## src/rtl/spis_pkg.sv

```systemverilog
package spis_pkg;

   // Per-cycle serial events decoded in the system clock domain.
   typedef struct packed {
      logic sel;     // select active (synchronised)
      logic sample;  // capture edge seen while selected
      logic change;  // output edge seen while selected
      logic din;     // synchronised master-out data
   } spis_strb_t;

endpackage

```

## src/rtl/spis_sync.sv

```systemverilog
module spis_sync #(
   parameter int                 WIDTH     = 3,
   parameter int                 STAGES    = 2,
   parameter logic [WIDTH-1:0]   RESET_VAL = '0
) (
   input  logic             clk,
   input  logic             rst_n,
   input  logic [WIDTH-1:0] d,
   output logic [WIDTH-1:0] q
);

   logic [STAGES-1:0][WIDTH-1:0] stg;

   always_ff @(posedge clk or negedge rst_n) begin
      if (!rst_n) begin
         stg <= {STAGES{RESET_VAL}};
      end else begin
         stg <= {stg[STAGES-2:0], d};
      end
   end

   assign q = stg[STAGES-1];

endmodule

```

## src/rtl/spis_edge.sv

```systemverilog
module spis_edge
   import spis_pkg::*;
(
   input  logic       clk,
   input  logic       rst_n,
   input  logic       sck_s,
   input  logic       nss_s,
   input  logic       mosi_s,
   input  logic       cpol,
   input  logic       ncpha,
   output spis_strb_t strb
);

   logic sck_d;
   logic rise, fall, lead, trail;

   always_ff @(posedge clk or negedge rst_n) begin
      if (!rst_n) begin
         sck_d <= 1'b0;
      end else begin
         sck_d <= sck_s;
      end
   end

   assign rise  = sck_s & ~sck_d;
   assign fall  = ~sck_s & sck_d;
   assign lead  = cpol ? fall : rise;
   assign trail = cpol ? rise : fall;

   always_comb begin
      strb.sel    = ~nss_s;
      strb.sample = ~nss_s & (ncpha ? lead  : trail);
      strb.change = ~nss_s & (ncpha ? trail : lead);
      strb.din    = mosi_s;
   end

endmodule

```

## src/rtl/spis_shifter.sv

```systemverilog
module spis_shifter
   import spis_pkg::*;
#(
   parameter int MAX_BITS = 16,
   parameter int CNT_W    = $clog2(MAX_BITS + 1)
) (
   input  logic                clk,
   input  logic                rst_n,
   input  spis_strb_t          strb,
   input  logic [CNT_W-1:0]    len,
   input  logic                base_tdr,
   input  logic [MAX_BITS-1:0] tdr_word,
   input  logic                imm_load,
   input  logic [MAX_BITS-1:0] imm_word,
   output logic                idle,
   output logic                start,
   output logic                done,
   output logic [MAX_BITS-1:0] rx_word,
   output logic                miso
);

   localparam int IDX_W = $clog2(MAX_BITS);

   logic [MAX_BITS-1:0] sreg, base, nxt, lenmask;
   logic [CNT_W-1:0]    cnt;
   logic [IDX_W-1:0]    msb;
   logic                last, miso_q;

   assign idle    = (cnt == '0);
   assign msb     = IDX_W'(len - CNT_W'(1));
   assign last    = (cnt == len - CNT_W'(1));
   assign base    = (idle && base_tdr) ? tdr_word : sreg;
   assign nxt     = {base[MAX_BITS-2:0], strb.din};
   assign lenmask = ~({MAX_BITS{1'b1}} << len);
   assign start   = strb.sample & idle;
   assign done    = strb.sample & last;
   assign rx_word = nxt & lenmask;

   always_ff @(posedge clk or negedge rst_n) begin
      if (!rst_n) begin
         cnt  <= '0;
         sreg <= '0;
      end else begin
         if (!strb.sel) begin
            cnt <= '0;
         end else if (strb.sample) begin
            cnt <= last ? '0 : cnt + CNT_W'(1);
         end
         if (strb.sample) begin
            sreg <= last ? rx_word : nxt;
         end else if (imm_load) begin
            sreg <= imm_word;
         end
      end
   end

   always_ff @(posedge clk or negedge rst_n) begin
      if (!rst_n) begin
         miso_q <= 1'b0;
      end else if (idle) begin
         miso_q <= base[msb];
      end else if (strb.change) begin
         miso_q <= sreg[msb];
      end
   end

   assign miso = miso_q;

endmodule

```

## src/rtl/spi_slave_sticky.sv

```systemverilog
module spi_slave_sticky
   import spis_pkg::*;
#(
   parameter int MIN_BITS    = 8,
   parameter int MAX_BITS    = 16,
   parameter int SYNC_STAGES = 2,
   localparam int LEN_W      = $clog2(MAX_BITS - MIN_BITS + 1)
) (
   input  logic                clk,
   input  logic                rst_n,
   input  logic [LEN_W-1:0]    cfg_len,
   input  logic                cfg_cpol,
   input  logic                cfg_ncpha,
   input  logic                spi_sck,
   input  logic                spi_nss,
   input  logic                spi_mosi,
   output logic                spi_miso,
   input  logic                tx_we,
   input  logic [MAX_BITS-1:0] tx_data,
   output logic                tx_empty,
   input  logic                rx_re,
   output logic [MAX_BITS-1:0] rx_data,
   output logic                rx_full,
   input  logic                stat_re,
   output logic                ovr_flag,
   output logic                und_flag
);

   localparam int CNT_W = $clog2(MAX_BITS + 1);
   localparam int SPAN  = MAX_BITS - MIN_BITS;

   generate
      if (MIN_BITS < 2 || MAX_BITS < MIN_BITS) begin : g_bad_len
         $error("spi_slave_sticky: need 2 <= MIN_BITS <= MAX_BITS");
      end
      if (SYNC_STAGES < 2) begin : g_bad_sync
         $error("spi_slave_sticky: SYNC_STAGES must be at least 2");
      end
   endgenerate

   // ---------------- character length decode ----------------
   logic [CNT_W-1:0] len;
   always_comb begin
      if (cfg_len > LEN_W'(SPAN)) begin
         len = CNT_W'(MAX_BITS);
      end else begin
         len = CNT_W'(MIN_BITS) + CNT_W'(cfg_len);
      end
   end

   // ---------------- input synchronisation ----------------
   logic [2:0] pins_s;
   spis_sync #(
      .WIDTH     (3),
      .STAGES    (SYNC_STAGES),
      .RESET_VAL (3'b010)
   ) u_sync (
      .clk   (clk),
      .rst_n (rst_n),
      .d     ({spi_sck, spi_nss, spi_mosi}),
      .q     (pins_s)
   );

   spis_strb_t strb;
   spis_edge u_edge (
      .clk    (clk),
      .rst_n  (rst_n),
      .sck_s  (pins_s[2]),
      .nss_s  (pins_s[1]),
      .mosi_s (pins_s[0]),
      .cpol   (cfg_cpol),
      .ncpha  (cfg_ncpha),
      .strb   (strb)
   );

   // ---------------- transmit holding state ----------------
   logic [MAX_BITS-1:0] tdr;
   logic                tx_written, tx_primed, tdre, und_q;
   logic                base_tdr, imm_load, sh_idle;
   logic                xfer_start, xfer_done, xfer_sel;
   logic [MAX_BITS-1:0] rx_word;

   // Next character comes from the holding word when it is fresh, or when
   // it is stale and the shift register no longer holds an unsent load.
   assign base_tdr = tx_written & (~tdre | ~tx_primed);
   assign imm_load = tx_we & ~tx_written & sh_idle & ~xfer_start;
   assign xfer_sel = strb.sel;

   spis_shifter #(
      .MAX_BITS (MAX_BITS),
      .CNT_W    (CNT_W)
   ) u_shift (
      .clk      (clk),
      .rst_n    (rst_n),
      .strb     (strb),
      .len      (len),
      .base_tdr (base_tdr),
      .tdr_word (tdr),
      .imm_load (imm_load),
      .imm_word (tx_data),
      .idle     (sh_idle),
      .start    (xfer_start),
      .done     (xfer_done),
      .rx_word  (rx_word),
      .miso     (spi_miso)
   );

   always_ff @(posedge clk or negedge rst_n) begin
      if (!rst_n) begin
         tdr        <= '0;
         tx_written <= 1'b0;
         tx_primed  <= 1'b0;
         tdre       <= 1'b1;
      end else begin
         if (xfer_start) begin
            tx_primed <= 1'b0;
            if (!tdre) begin
               tdre <= 1'b1;
            end
         end
         if (tx_we) begin
            tdr        <= tx_data;
            tx_written <= 1'b1;
            if (imm_load) begin
               tx_primed <= 1'b1;
            end else begin
               tdre <= 1'b0;
            end
         end
      end
   end

   always_ff @(posedge clk or negedge rst_n) begin
      if (!rst_n) begin
         und_q <= 1'b0;
      end else if (xfer_start && tx_written && tdre && !tx_primed) begin
         und_q <= 1'b1;
      end else if (stat_re) begin
         und_q <= 1'b0;
      end
   end

   // ---------------- receive holding state ----------------
   logic [MAX_BITS-1:0] rdr;
   logic                rdrf, ovr_q;

   always_ff @(posedge clk or negedge rst_n) begin
      if (!rst_n) begin
         rdr  <= '0;
         rdrf <= 1'b0;
      end else if (xfer_done) begin
         rdr  <= rx_word;
         rdrf <= 1'b1;
      end else if (rx_re) begin
         rdrf <= 1'b0;
      end
   end

   always_ff @(posedge clk or negedge rst_n) begin
      if (!rst_n) begin
         ovr_q <= 1'b0;
      end else if (xfer_done && rdrf) begin
         ovr_q <= 1'b1;
      end else if (stat_re) begin
         ovr_q <= 1'b0;
      end
   end

   assign tx_empty = tdre;
   assign rx_data  = rdr;
   assign rx_full  = rdrf;
   assign ovr_flag = ovr_q;
   assign und_flag = und_q;

endmodule

```

## config.mk

```make
export PLATFORM = sky130hd
export DESIGN_NAME = spi_slave_sticky
export DESIGN_NICKNAME = d
export VERILOG_FILES = /design/src/rtl/spis_pkg.sv /design/src/rtl/spis_sync.sv /design/src/rtl/spis_edge.sv /design/src/rtl/spis_shifter.sv /design/src/rtl/spi_slave_sticky.sv
export SDC_FILE = /design/constraint.sdc
export NUM_CORES = 1
export LEC_CHECK = 0
export ABC_CLOCK_PERIOD_IN_PS = 3210
export BUFFER_PORTS_ARGS = -buffer_cell sky130_fd_sc_hd__buf_2
export CAP_MARGIN = 20
export CORE_ASPECT_RATIO = 0.9
export CORE_MARGIN = 2
export CORE_UTILIZATION = 50
export CTS_CLUSTER_DIAMETER = 200
export DETAILED_ROUTE_END_ITERATION = 12
export GPL_TIMING_DRIVEN = 0
export PLACE_DENSITY_LB_ADDON = 0.2
export SLEW_MARGIN = 20
export SYNTH_ARGS = -nofsm -noshare
export SYNTH_HDL_FRONTEND = slang
export SYNTH_SLANG_ARGS = --single-unit
```

## constraint.sdc

```tcl
create_clock -name clk -period 3.21 [get_ports clk]
set_input_delay 0.642 -clock clk [delete_from_list [all_inputs] [get_ports clk]]
set_output_delay 0.642 -clock clk [all_outputs]
set_load 0.05 [all_outputs]
```

Yosys cells after proc, flatten, opt, wreduce, memory -nomap -nowiden
Cells that the tools add are included.
{ "word_totals": {"out_inout_bits": 21, "register_bits": 67} }
{ "op_classes": {"addsub": 3, "n_eq_ne": 1, "shifts": 1, "muxes": 29, "bitwise": 20, "n_lt_le_gt_ge": 2, "n_reduce_logical": 13} }
{ "ops": {"columns": ["cell", "count"], "rows": [
  ["$mux W16", 4],
  ["$mux W5", 4],
  ["$mux W1", 19],
  ["$and A16 B16 Y16", 1],
  ["$not A16 Y16", 1],
  ["$shl A16 B5 Y16 const A", 1],
  ["$reduce_bool A2 Y1", 6],
  ["$and A1 B1 Y1", 10],
  ["$bmux W1 S4", 2],
  ["$not A1 Y1", 7],
  ["$add A4 B4 Y5 const A", 1],
  ["$add A5 B1 Y5 const B", 1],
  ["$eq A5 B5 Y1", 1],
  ["$logic_and A1 B1 Y1", 5],
  ["$logic_not A5 Y1", 1],
  ["$lt A4 B5 Y1 const B", 1],
  ["$sub A5 B1 Y5 const B", 1],
  ["$gt A4 B4 Y1 const B", 1],
  ["$logic_not A1 Y1", 1],
  ["$or A1 B1 Y1", 1]
]} }

Logic depth before layout (Yosys ltp)
{ "depth": {"depth_word": 10, "mapped_depth": 12, "depth_no_buf": 9} }

Modules after synthesis
A second synthesis with hierarchy kept.
{ "unflattened": {"cells_unflattened": 337, "hier_area_um2": 3814.9} }
{ "modules_own_cells": {"columns": ["module", "instances", "cells_per_inst", "area_per_inst_um2"], "rows": [
  ["spis_shifter", 1, 225, 2008.2],
  ["spi_slave_sticky", 1, 95, 1549.0],
  ["spis_sync", 1, 9, 175.2],
  ["spis_edge", 1, 8, 82.6]
]} }

Worst setup path before layout
OpenSTA, ideal clock, no wires.
{ "synth_timing": {"path_kind": "input to register", "start": "in cfg_len[3]", "end": "reg rdr[0], in the netlist rx_data[0]", "arrival_ps": 2594, "path_stages": 11, "required_time_ps": 3082, "setup_time_ps": 128, "path_buffers": 2, "path_slack_ps": 488, "cell_sequence": "clkbuf_1 > inv_1 > nand2_1 > ha_1 > ha_1 > xnor2_1 > nor2_1 > nand4_1 > or2_1 > buf_2 > mux2_1"} }
{ "synth_between": {"elab_chain_cells": 5, "word_cells_on_any_way": 9, "cone_classes": "2 x add/sub; 1 x order compare; 1 x eq/ne; 1 x shift; 1 x mux; 3 x bitwise"} }
{ "synth_rtl": {"columns": ["element", "line_no", "rtl"], "rows": [
  ["start, declared", "spi_slave_sticky.sv:11", "input logic [LEN_W-1:0] cfg_len,"],
  ["$add A4 B4 Y5 / $gt A4 B4 Y1 (equally long branches)", "spi_slave_sticky.sv:47, spi_slave_sticky.sv:44", null],
  ["$mux W5 *", "spi_slave_sticky.sv:44", "if (cfg_len > LEN_W'(SPAN)) begin"],
  ["$sub A5 B1 Y5 / $shl A16 B5 Y16 (equally long branches)", null, null],
  ["$eq A5 B5 Y1 / $not A16 Y16 (equally long branches)", "spis_shifter.sv:31, spis_shifter.sv:34", null],
  ["$and A1 B1 Y1 / $and A16 B16 Y16 (equally long branches)", "spis_shifter.sv:36, spis_shifter.sv:37", null],
  ["end signal, assigned", "spi_slave_sticky.sv:152", "rdr <= rx_word;"],
  ["end, declared", "spi_slave_sticky.sv:144", "logic [MAX_BITS-1:0] rdr;"]
]} }
Every way passes the cells marked *; elsewhere a longest branch is shown, timed or not.
A chain may end at the register's enable or synchronous reset.

Worst setup path after layout
{ "layout_timing": {"start": "in cfg_len[3]", "end": "reg rdr[7], in the netlist rx_data[7]"} }
The elaborated chain is that of the path after synthesis.

==> impl_metrics.toml <==
[run_status]
status = "finished clean"

[detailed_routing]
remaining_drc_errors = 0
drt_wl_total_um = 8894
detail_route.vias_per_cell = 5.782
drtIter0Drc = 221
route.antenna.remaining_nets = 0
detailedRoute.firstPassIterationCount = 4
vias = 2764
wl_per_cell_um = 18.61

[timing]
report.final.hold_viol_count = 0
setup_violations = 0
rsz0062_at_grt = "no"
final.min_clock_period_ns = 2.950
fin_crit_sh_pct = 91.91
worst_hold_slack_ns = 0.1263
max_clock_freq_mhz = 339.0
total_count_of_max_transition_violations_in_the_final_report = 0
finalWorstSetupSlack_ns = 0.2597
max_slew_margin_pct = 49.50
worst_pin_slew_ns = 0.7575
timing.clock.skew_ns = 0.007508
finalSetupTns_ns = 0

[floorplan]
die_area_mm2 = 0.007795
die_w_um = 92.85
num_io_pins = 51
placement_rows = 29
fp.coreArea_mm2 = 0.006967
initial_core_util_pct = 50.99
die_y_um = 83.96

[synth]
synth.net_count = 354
most_area_hungry_cell_type_in_the_yosys_netlist = "sky130_fd_sc_hd__dfrtp_1"
synth.ff_latch_count = 67
yosysSeqAreaShare_pct = 47.31
ys.warnings.count = 0
post_synth_and_or_nand_nor_area_fraction_pct = 8.137
synth_ff_type = "sky130_fd_sc_hd__dfrtp_1"
synthArstFlopShare_pct = 100.0
synth_cells = 318
synth_compound_area_share_pct = 14.65
yosysTopAreaCellShare_pct = 45.09
synthDistinctLibCells = 56
post_synth_main_area_contributors = "sky130_fd_sc_hd__dfrtp_1 45%, sky130_fd_sc_hd__mux2i_1 11%, sky130_fd_sc_hd__mux2_2 6.3%"
netlist_area_mm2 = 0.003552
xor_and_xnor_fraction_of_the_mapped_netlist_area_pct = 1.479
synth_top_family_by_area = "multiplexers"
synth_edf_count = 0
post_synth_fa_ha_maj_area_fraction_pct = 2.113
synth.mux.area_fraction_pct = 21.73
postSynthAreaPerCell_um2 = 11.17

[global_routing]
antenna_found_initial = 0
overflow = 0
grt_start_max_net_pins = 58
grt_pass1_vias = 2748
grtUsageTotal_pct = 24.18
global_route_wire_length_before_repair_um = 14460

[setup_path]
worst-endpoint-required_ns = 3.48
path_delay_family = "buffers and inverters"
worst_r2r_path_depth = 8
worstPathMaxFanout = 10
setup.worst_path.start_class = "input pin"
slowest_delay_ns = 0.34
setup.worst_path.end_class = "flip-flop"
reg2reg_end = "u_shift.miso"
reg2reg_slack_ns = 0.71
timing_worst_setup_path_type = "in2reg"
timing.critical_path.slowest_stage_cell = "sky130_fd_sc_hd__clkbuf_1"
worst-path-buf-inv = 5
critical_path_arrival_ns = 3.22
path_cells = "buf_2, clkbuf_1, inv_1, nand2_1, ha_1, ha_1, xnor2_1, nor2_1, nand4_1, or2_1, buf_2, buf_4, o21ai_1"
worstReg2RegStart = "u_shift.cnt[0]"

[power]
power.density_cell_area_mw_per_mm2 = 602.5
p_total_mw = 2.525
total_leakage_power_nw = 2.015
vdd_drop_max_mv = 0.3402

[final_layout]
layout.cells.most_common = "sky130_fd_sc_hd__dfrtp_1"
diodes = 0
num-nets-final = 416
drive_above_1_share_pct = 28.31
commonest_cells_after_routing_fill_and_taps_aside = "64 x sky130_fd_sc_hd__dfrtp_1, 53 x sky130_fd_sc_hd__buf_2, 40 x sky130_fd_sc_hd__mux2i_1"
syn2layout_area_growth_pct = 17.96
stdcell_count = 478

[cts]
clock_tree.buffer_depth = 2
root_buffer = "sky130_fd_sc_hd__clkbuf_8"
path_clk_slew_ns = 0.08
tritoncts_clock_tree = "done"
clock_sink_count = 67
ctsHoldBuffers = 0
cts-buffers-inserted = 9
clock_latency_ns = 0.35
cts_htree_levels = 3
post_cts_setup_buffers = 0
cts_resized = 0

[placed_design]
dp_cells = 462
placement_setup_slack_ns = -0.07026
port_buffers = 50
routability_congestion_estimate = 0.9111
dp_hpwl_um = 6387

[flow_run]
cap_violations = 0

[worst_hold_path]
worstHoldPathType = "in2async"
[Yosys cell counts, types with 3 or more instances]
library cell               count
sky130_fd_sc_hd__a21oi_1       6
sky130_fd_sc_hd__a31oi_1       6
sky130_fd_sc_hd__buf_2         4
sky130_fd_sc_hd__clkbuf_1      8
sky130_fd_sc_hd__dfrtp_1      64
sky130_fd_sc_hd__dfstp_2       3
sky130_fd_sc_hd__ha_1          6
sky130_fd_sc_hd__inv_1        14
sky130_fd_sc_hd__mux2_1        5
sky130_fd_sc_hd__mux2_2       20
sky130_fd_sc_hd__mux2i_1      40
sky130_fd_sc_hd__mux4_2        4
sky130_fd_sc_hd__nand2_1      15
sky130_fd_sc_hd__nand3_1       8
sky130_fd_sc_hd__nor2_1        6
sky130_fd_sc_hd__nor2b_1       3
sky130_fd_sc_hd__o21ai_0      34
sky130_fd_sc_hd__o21ai_1      12
sky130_fd_sc_hd__o21bai_1      3
sky130_fd_sc_hd__o31ai_1       5
sky130_fd_sc_hd__xnor2_1       5
[report_power, final]
| group | total, mW | internal [mW] | switching [mW] |
|---|---|---|---|
| logic | 0.572 | 0.254 | 0.318 |
| registers | 1.09 | 0.975 | 0.116 |
| clock network | 0.861 | 0.519 | 0.343 |
[sequential cells by signal, indices dropped and copies added, names as in the netlist, 3 cells and up]
register,cells
u_sync.q,3
rx_data,16
u_sync.stg,3
tdr,16
u_shift.sreg,16
u_shift.cnt,5
[routing by layer]
layer  track usage (%)  up-vias  part of all wire, %
li1                  -     1290                    -
met1             35.05     1375                   46
met2             36.23       88                   46
met3             6.504       11                  6.1
met4             6.016        0                  1.1
met5                 0        -                    0
[through the flow]
step                utilization, %  cell area, um2
floorplan                        -            3552
finish                       60.15            4190
global placement             56.25            3919
global route                 60.15            4190
detailed placement           56.68            3949
CTS                          60.15            4190
[worst max path at each step]
stage | start | end | slack, ns | cells after the start
after detailed placement | cfg_len[3] | rx_data[0] | -0.07 | 12
after CTS | cfg_len[3] | rx_data[7] | 0.28 | 13
after global routing | cfg_len[3] | rx_data[7] | 0.0007 | 13
after global placement | cfg_len[3] | rx_data[0] | -0.04 | 12
final | cfg_len[3] | rx_data[7] | 0.26 | 13
after floorplan | cfg_len[3] | rx_data[0] | 0.49 | 11
[cell families (layout without fill, tap and decap cells)]
family,Yosys count,after routing
xor+xnor,6,6
compound gates,85,85
mux,69,69
simple gates,52,52
flops,67,67
buf+inv,33,100
fa+ha+maj,6,6
[area by class of cell]
cell class | instances | area, um2
inverters | 15 | 58.81
flip-flops and latches | 67 | 1680
well taps | 93 | 116.4
plain buffers | 18 | 103.9
clock inverters | 6 | 113.9
clock buffers | 10 | 127.6
multi-input cells | 218 | 1709
repair buffers | 51 | 280.3
fillers | 622 | 2776
(Power assumes the default switching activity.)
